<file path="src/rtl/jcu_pkg.sv">
package jcu_pkg;

    typedef enum logic [2:0] {
        CC_ZERO_CLR = 3'b000,
        CC_ZERO_SET = 3'b001,
        CC_CARRY_CLR = 3'b010,
        CC_CARRY_SET = 3'b011,
        CC_NEG_SET  = 3'b100,
        CC_SGN_GE   = 3'b101,
        CC_SGN_LT   = 3'b110,
        CC_ALWAYS   = 3'b111
    } jcond_e;

    typedef struct packed {
        logic c;
        logic z;
        logic n;
        logic v;
    } jflags_t;

    function automatic logic cond_met(jcond_e cc, jflags_t f);
        logic r;
        unique case (cc)
            CC_ZERO_CLR:  r = ~f.z;
            CC_ZERO_SET:  r = f.z;
            CC_CARRY_CLR: r = ~f.c;
            CC_CARRY_SET: r = f.c;
            CC_NEG_SET:   r = f.n;
            CC_SGN_GE:    r = ~(f.n ^ f.v);
            CC_SGN_LT:    r = f.n ^ f.v;
            default:      r = 1'b1;
        endcase
        return r;
    endfunction

endpackage

</file>
<file path="src/rtl/jcu_cond_eval.sv">
module jcu_cond_eval
    import jcu_pkg::*;
(
    input  jcond_e  cc_i,
    input  jflags_t flags_i,
    output logic    take_o
);
    always_comb begin
        take_o = cond_met(cc_i, flags_i);
    end
endmodule

</file>
<file path="src/rtl/jcu_target_gen.sv">
module jcu_target_gen #(
    parameter int ADDR_W = 16,
    parameter int OFF_W  = 10
) (
    input  logic [ADDR_W-1:0] pc_i,
    input  logic [OFF_W-1:0]  off_i,
    output logic [ADDR_W-1:0] seq_o,
    output logic [ADDR_W-1:0] tgt_o
);
    localparam int EXT_W = ADDR_W - OFF_W - 1;
    localparam logic [ADDR_W-1:0] ALIGN_MASK = {{(ADDR_W-1){1'b1}}, 1'b0};
    localparam logic [ADDR_W-1:0] STEP = ADDR_W'(2);

    logic [ADDR_W-1:0] base;
    logic [ADDR_W-1:0] disp;

    always_comb begin
        base  = pc_i & ALIGN_MASK;
        disp  = {{EXT_W{off_i[OFF_W-1]}}, off_i, 1'b0};
        seq_o = base + STEP;
        tgt_o = seq_o + disp;
    end
endmodule

</file>
<file path="src/rtl/jcu_top.sv">
module jcu_top
    import jcu_pkg::*;
#(
    parameter int ADDR_W = 16,
    parameter int OFF_W  = 10
) (
    input  logic              clk,
    input  logic              rst,
    input  logic              in_valid,
    input  logic [ADDR_W-1:0] instr_addr,
    input  logic [2:0]        cond,
    input  logic [OFF_W-1:0]  offset,
    input  logic              flag_c,
    input  logic              flag_z,
    input  logic              flag_n,
    input  logic              flag_v,
    output logic              out_valid,
    output logic              taken,
    output logic [ADDR_W-1:0] next_pc
);
    jflags_t           flags;
    logic              take_d;
    logic [ADDR_W-1:0] seq_pc;
    logic [ADDR_W-1:0] tgt_pc;

    always_comb begin
        flags = '{c: flag_c, z: flag_z, n: flag_n, v: flag_v};
    end

    jcu_cond_eval u_cond (
        .cc_i    (jcond_e'(cond)),
        .flags_i (flags),
        .take_o  (take_d)
    );

    jcu_target_gen #(.ADDR_W(ADDR_W), .OFF_W(OFF_W)) u_tgt (
        .pc_i  (instr_addr),
        .off_i (offset),
        .seq_o (seq_pc),
        .tgt_o (tgt_pc)
    );

    always_ff @(posedge clk) begin
        if (rst) begin
            out_valid <= 1'b0;
            taken     <= 1'b0;
            next_pc   <= '0;
        end else begin
            out_valid <= in_valid;
            if (in_valid) begin
                taken   <= take_d;
                next_pc <= take_d ? tgt_pc : seq_pc;
            end
        end
    end
endmodule

</file>
<file path="config.mk">
export PLATFORM = sky130hd
export DESIGN_NAME = jcu_top
export DESIGN_NICKNAME = d
export VERILOG_FILES = /design/src/rtl/jcu_pkg.sv /design/src/rtl/jcu_cond_eval.sv /design/src/rtl/jcu_target_gen.sv /design/src/rtl/jcu_top.sv
export SDC_FILE = /design/constraint.sdc
export NUM_CORES = 1
export LEC_CHECK = 0
export BUFFER_PORTS_ARGS = -buffer_cell sky130_fd_sc_hd__buf_2
export CORE_MARGIN = 3
export CORE_UTILIZATION = 47
export CTS_CLUSTER_DIAMETER = 200
export DETAILED_ROUTE_END_ITERATION = 10
export MAX_ROUTING_LAYER = met4
export PLACE_DENSITY = 0.85
export SLEW_MARGIN = 30
export SYNTH_ARGS = -nofsm -noshare
export SYNTH_HDL_FRONTEND = slang
export SYNTH_SLANG_ARGS = --single-unit
</file>
<file path="constraint.sdc">
create_clock -name clk -period 2.32 [get_ports clk]
set_input_delay 0.116 -clock clk [delete_from_list [all_inputs] [get_ports clk]]
set_output_delay 0.116 -clock clk [all_outputs]
set_load 0.03 [all_outputs]
</file>
==> summary.txt, run 1 <==
Status
  • Status: finished, violations left
  • Failing checks: setup timing

GRT
  • Initial antenna violation count: 0
  • Largest net degree at the start of global routing: 24
  • Total Routing Usage GR: 0.240
  • Vias in the first global route: 1899
  • First-pass GRT wire length: 8270 um
  • Total congestion overflow: 0

CTS
  • # hold bufs at CTS: 0
  • CTS Sinks: 17
  • Clk buf depth: 2
  • H-tree Lvls: 1
  • Clock latency at the later pin of the worst-skew pair: 240 ps
  • CTS tree: built
  • Number of CTS-inserted buffers: 3
  • Clock slew at reported path FFs: 60 ps
  • Root Buffer Master: clkbuf_8

Placement
  • Dpl cell area: 2360 um^2
  • Final GP Congestion: 0.928
  • Worst slack, placed: -299 ps
  • I/O Buffers: 51
  • Final HPWL DP: 4190 um
  • Placed Cells: 360

Logic synthesis
  • Fraction of registers with async set/reset: 0
  • Post-Syn Nets: 286
  • Mapped Area: 1750 um^2
  • Ranking of synthesized cells by area: dfxtp_1, ha_1, xor2_1
  • Synth Register Bits: 17
  • Post-synth EDFFs: 0
  • Seq/Total Area, Yosys: 0.194
  • Most frequent cell after synthesis: nand2_1
  • Avg Cell Area, Syn: 7.62 um^2
  • Ys flop type: dfxtp_1
  • Cell variety after synth: 46
  • Ys Warns: 0
  • Yosys top cell area share: 0.194
  • Largest area contributor in the netlist: dfxtp_1
  • Synth Instances: 230
  • Commonest cells in the netlist: nand2_1, nor2_1, ha_1

Floorplanning
  • Die Y: 67.1 um
  • Count of boundary I/O pins: 54
  • Rows: 21
  • Die width: 67.1 um
  • Starting Density: 0.505
  • Area of the core: 3470 um^2
  • Die area: 4500 um^2

Routing
  • # DRC: 0
  • Routed length per placed instance: 16.6 um
  • Via count: 2180
  • DRT Pass-1 Iters: 5
  • Final WL: 6130 um
  • Avg Vias per Cell: 5.92
  • Post-route ant nets: 0
  • Starting DRC count in detailed routing: 299

Layout
  • Finished Layout Cells: 368
  • Layout cells sized above 1: 0.407
  • Nets: 379
  • # fillers: 251
  • Fin area: 2600 um^2
  • Ant diodes: 0
  • Fin util: 0.750
  • Area Overhead vs Synth: 48.6%

Worst hold path
  • Hold Path Class: in2reg

Setup path
  • Crit path arrival time: 2480 ps
  • Crit end category: register
  • CP Launch Type: input port
  • Crit Path Category: in2reg
  • Crit-path max FO: 5
  • Critical Path RT: 2450 ps

STA
  • Post-layout min period: 2350 ps
  • Final period util: 1.01
  • Fin. max-slew vios: 0
  • Final setup vio count: 3
  • Clk_skew: 0 ps
  • Final WS setup: -34.0 ps
  • RSZ-0062 raised after global routing: true
  • Maximum clock rate: 425 MHz
  • Final hold vios: 0

Power and ir drop
  • Pleak: 0.00127 uW
  • PwrDens: 465 nW/um^2
  • Peak supply drop: 0.000190 V
  • Pwr Total: 1210 uW

Run
  • Max Cap Viol: 0
cells by family (layout without fill, tap and decap cells):
| logic type | Yosys count | count (layout) | synth area share |
|---|---|---|---|
| AOI/OAI and AO/OA | 63 | 63 | 0.237 |
| muxes | 6 | 6 | 0.0350 |
| buffers and inverters | 19 | 111 | 0.0493 |
| DFF | 17 | 17 | 0.194 |
| adders and majority gates | 20 | 20 | 0.147 |
| other | 1 | 1 | 0.00214 |
| xor gates and xnor gates | 24 | 24 | 0.120 |
| and+or+nand+nor | 80 | 80 | 0.215 |
layout make-up:
type	instances	area, um^2	share of cell area
Sequential cell	17	340	0.131
Tap cell	46	57.6	0.0221
Multi-Input combinational cell	194	1520	0.583
Inverter	12	45.0	0.0173
Clock buffer	4	45.0	0.0173
Timing Repair Buffer	95	598	0.230
registers in the layout, indices dropped and copies added, names as in the netlist:
| name | flops |
|---|---|
| out_valid | 1 |
| taken | 1 |
| next_pc | 15 |
per-layer routing:
metal / share of wire / vias up / global-route usage
li1: - / 1022 / -
met1: 0.41 / 1001 / 0.316
met2: 0.48 / 129 / 0.396
met3: 0.081 / 28 / 0.0202
met4: 0.034 / 0 / 0.0582
met5: 0 / - / -
per-stage QoR:
step	setup TNS [ps]	hold slack, ps
detailed placement	-1690	454
floorplan	0	334
global placement	-1400	435
finish	-62.5	199
CTS	0	203
global route	-587	218
critical path, cell delays in order:
cell	delay (ps)
buf_2	150
nand2_1	120
nor3_2	260
xor2_1	290
ha_1	320
a21o_1	240
a31oi_4	230
inv_1	100
or3_1	350
a31oi_2	220
nor3_1	80
where the power goes:
group          switching (uW)  internal [uW]  leakage, uW
registers                17.0            324     0.000141
clock network            92.7            122    0.0000228
logic                     375            280      0.00111
worst paths after layout:
check | from | endpoint | slack, ps | depth (start not counted)
max | instr_addr[1] | next_pc[11]$_SDFFE_PP0P_ | -30 | 11
min reg2reg | next_pc[5]$_SDFFE_PP0P_ | next_pc[5]$_SDFFE_PP0P_ | 490 | 2
max reg2reg | next_pc[15]$_SDFFE_PP0P_ | next_pc[15]$_SDFFE_PP0P_ | 1500 | 3
min | rst | taken$_SDFFE_PP0P_ | 200 | 2
cells in the final DEF, fill, tap and decap left out, types with 4 or more instances in the layout:
master    instances
o21ai_0           7
o21ai_1           9
nor3_2            4
inv_1            12
nor2_1           20
ha_1             16
buf_2            51
xor2_1           13
a21o_1            6
a21oi_1           8
nand4_1           4
nand3_1           5
buf_4            43
a21oi_2           5
dfxtp_1          17
mux2i_1           5
nand2_1          24
xnor2_1           7
a211oi_1          8
what timing repair did:
action / CTS / global route
pin swaps: 2 / 11
cloned: 0 / 0
resized for setup: 3 / 30
endpoints found under the setup margin: 4 / 8
buffers inserted: 0 / 4
Note: power is estimated with default switching activity, not from simulation.
==> run 2: changes to the inputs <==
--- a/config.mk
+++ b/config.mk
@@ -11,7 +11,7 @@
 export CTS_CLUSTER_DIAMETER = 200
 export DETAILED_ROUTE_END_ITERATION = 10
 export MAX_ROUTING_LAYER = met4
-export PLACE_DENSITY = 0.85
+export PLACE_DENSITY_LB_ADDON = 0.15
 export SLEW_MARGIN = 30
 export SYNTH_ARGS = -nofsm -noshare
 export SYNTH_HDL_FRONTEND = slang
==> run 2 against run 1 <==
The run still ends with setup timing left. Critical path depth rose by 1. Wire length fell by 4.6%. Count of clock-buffer cells in the layout fell by 1. Global-route usage rose by 0.14 points. Highest routed layer unchanged. First-iteration DRC count fell by 47%. Sequential power barely moved. Sequential cell count did not move. Via count fell by 1.2%. Worst setup slack improved by 6.7 ps.
==> summary.txt, run 2 (synthesis gave the netlist of run 1 again) <==
CTS
  • Clock slew at reported path FFs: 70 ps (about the same)
  • Clock latency at the later pin of the worst-skew pair: 250 ps (about the same)
  • CTS tree: built
  • CTS Sinks: 17 (unchanged)
  • Number of CTS-inserted buffers: 3 (unchanged)
  • H-tree Lvls: 1 (unchanged)
  • Root Buffer Master: clkbuf_8
  • # hold bufs at CTS: 0 (unchanged)
  • Clk buf depth: 2 (unchanged)

STA
  • Clk_skew: 0 ps (unchanged)
  • Fin. max-slew vios: 0 (unchanged)
  • Final period util: 1.01 (-0.00290)
  • Final hold vios: 0 (unchanged)
  • Post-layout min period: 2350 ps (-6.73 ps)
  • Maximum clock rate: 426 MHz (+0.29%)
  • RSZ-0062 raised after global routing: true
  • Final WS setup: -27.3 ps (+6.73 ps)
  • Final setup vio count: 1 (-2)

Power and ir drop
  • PwrDens: 454 nW/um^2 (-2.4%)
  • Switching share of power: 0.397 (-0.00345)
  • Pleak: 0.00136 uW (+7.0%)
  • Sequential Power Share: 0.275 (-0.007)
  • Combinational fraction of design power: 0.546 (+0.005)
  • Design internal power: 744 uW (+2.5%)
  • Switch Pwr: 489 uW (+1.1%)
  • Peak supply drop: 0.000229 V (+21%)
  • Clock Power Share: 0.179 (+0.002)

Setup path
  • Reg2reg path depth: 2 (-1)
  • Crit path arrival time: 2490 ps (about the same)
  • Crit Path Category: in2reg
  • CP Launch Type: input port
  • Crit end category: register
  • Crit-path max FO: 4 (-1)
  • Critical Path RT: 2460 ps (about the same)

Layout
  • # fillers: 230 (-8.4%)
  • Area Overhead vs Synth: 55.1%
  • Finished Layout Cells: 386 (+4.9%)
  • Most flop-heavy register: next_pc
  • Multi-input logic area: 1500 um^2 (-1.4%)
  • Layout cells sized above 1: 0.429 (+0.0226)
  • Fin area: 2720 um^2 (+4.4%)
  • Commonest non-fill, non-tap cell in the layout: buf_4
  • Commonest cells after routing, fill and taps aside: buf_4, buf_2, nand2_1
  • Nets: 397 (+4.7%)
  • Reg area: 340 um^2 (unchanged)
  • Max FFs per register: 15 (unchanged)
  • Ant diodes: 0 (unchanged)
  • Largest regs: next_pc x15, out_valid x1, taken x1

Placement
  • I/O Buffers: 51 (unchanged)
  • Dpl cell area: 2450 um^2 (+3.8%)
  • Placed Cells: 372 (+3.3%)
  • Final HPWL DP: 4220 um (+0.90%)
  • Final GP Congestion: 0.942 (+1.5%)

Routing
  • Starting DRC count in detailed routing: 158 (-47%)
  • Post-route ant nets: 0 (unchanged)
  • Routed length per placed instance: 15.1 um (-9.1%)
  • Avg Vias per Cell: 5.58 (-5.8%)
  • DRT Pass-1 Iters: 5 (unchanged)
  • Final WL: 5840 um (-4.6%)
  • Via count: 2154 (-1.2%)
  • # DRC: 0 (unchanged)

Worst hold path
  • Hold Path Class: in2reg
  • Hold path depth: 2 (unchanged)

Floorplanning
  • Die area: 4500 um^2 (unchanged)
  • Count of boundary I/O pins: 54 (unchanged)
  • Rows: 21 (unchanged)
  • Area of the core: 3470 um^2 (unchanged)
  • Die Y: 67.1 um (unchanged)
  • Starting Density: 0.505 (unchanged)
  • Die width: 67.1 um (unchanged)

GRT
  • Vias in the first global route: 1869 (-1.6%)
  • Total congestion overflow: 0 (unchanged)
  • First-pass GRT wire length: 8160 um (-1.3%)
  • Largest net degree at the start of global routing: 24 (unchanged)
  • Total Routing Usage GR: 0.242 (+0.00143)
  • Initial antenna violation count: 0 (unchanged)

Run
  • Max Cap Viol: 0 (unchanged)

Status
  • Status: finished, violations left
  • Failing checks: setup timing
## run 2: changes by cell type in the layout (fill, tap and decap cells not counted), sizes merged
cell,delta
buf,+18
clkbuf,-1
clkinv,+1
## run 2: final cells by class
cell class / instances / area share
Timing Repair Buffer: 113 / 0.270
Multi-Input combinational cell: 194 / 0.550
Clock inverter: 1 / 0.00184
Clock buffer: 3 / 0.0152
Sequential cell: 17 / 0.125
Tap cell: 46 / 0.0212
Inverter: 12 / 0.0166
## run 2: worst paths after layout
kind	from	to	slack (ps)
worst max-delay path	instr_addr[7]	next_pc[15]$_SDFFE_PP0P_	-30
worst min-delay path	rst	next_pc[6]$_SDFFE_PP0P_	200
worst max register to register	next_pc[14]$_SDFFE_PP0P_	next_pc[14]$_SDFFE_PP0P_	1530
worst min register to register	next_pc[9]$_SDFFE_PP0P_	next_pc[9]$_SDFFE_PP0P_	480
## run 2: timing repair
item                       4_1_cts  5_1_grt
resized for setup                3       26
pin swaps                        2       14
setup endpoints to repair        1        8
setup buffers                    4        6
## run 2: per-layer routing
layer	global-route usage	wire length (um)
met5	-	0
met2	0.369	2810
met1	0.331	2610
met3	0.0219	337
met4	0.0861	92
## run 2: worst max-delay path, cell delays in order
cell and delay [ps]:
buf_2 100, nand4_1 160, or2_4 330, nor3_4 180
xor2_2 230, ha_1 320, a21oi_2 190, o21ai_2 90
o2bb2ai_1 130, a31o_2 230, a21o_1 160, a211o_1 240
## run 2: metrics by stage
stage	setup TNS [ps]	total power, uW	util	hold slack [ps]	worst slack, ps
finish	-27.3	1230	0.784	196	-27.3
global route	-385	1310	0.784	227	-137
CTS	0	1170	0.732	195	3.13
detailed placement	-1240	945	0.707	461	-283
global placement	-1000	933	0.707	436	-245
floorplan	0	701	-	334	7.98
## run 2: power groups by stage
stage	registers, uW	logic (uW)	clock network [uW]
floorplan	408	293	0
global placement	345	588	0
detailed placement	346	599	0
CTS	339	609	221
global route	342	728	236
finish	339	673	221
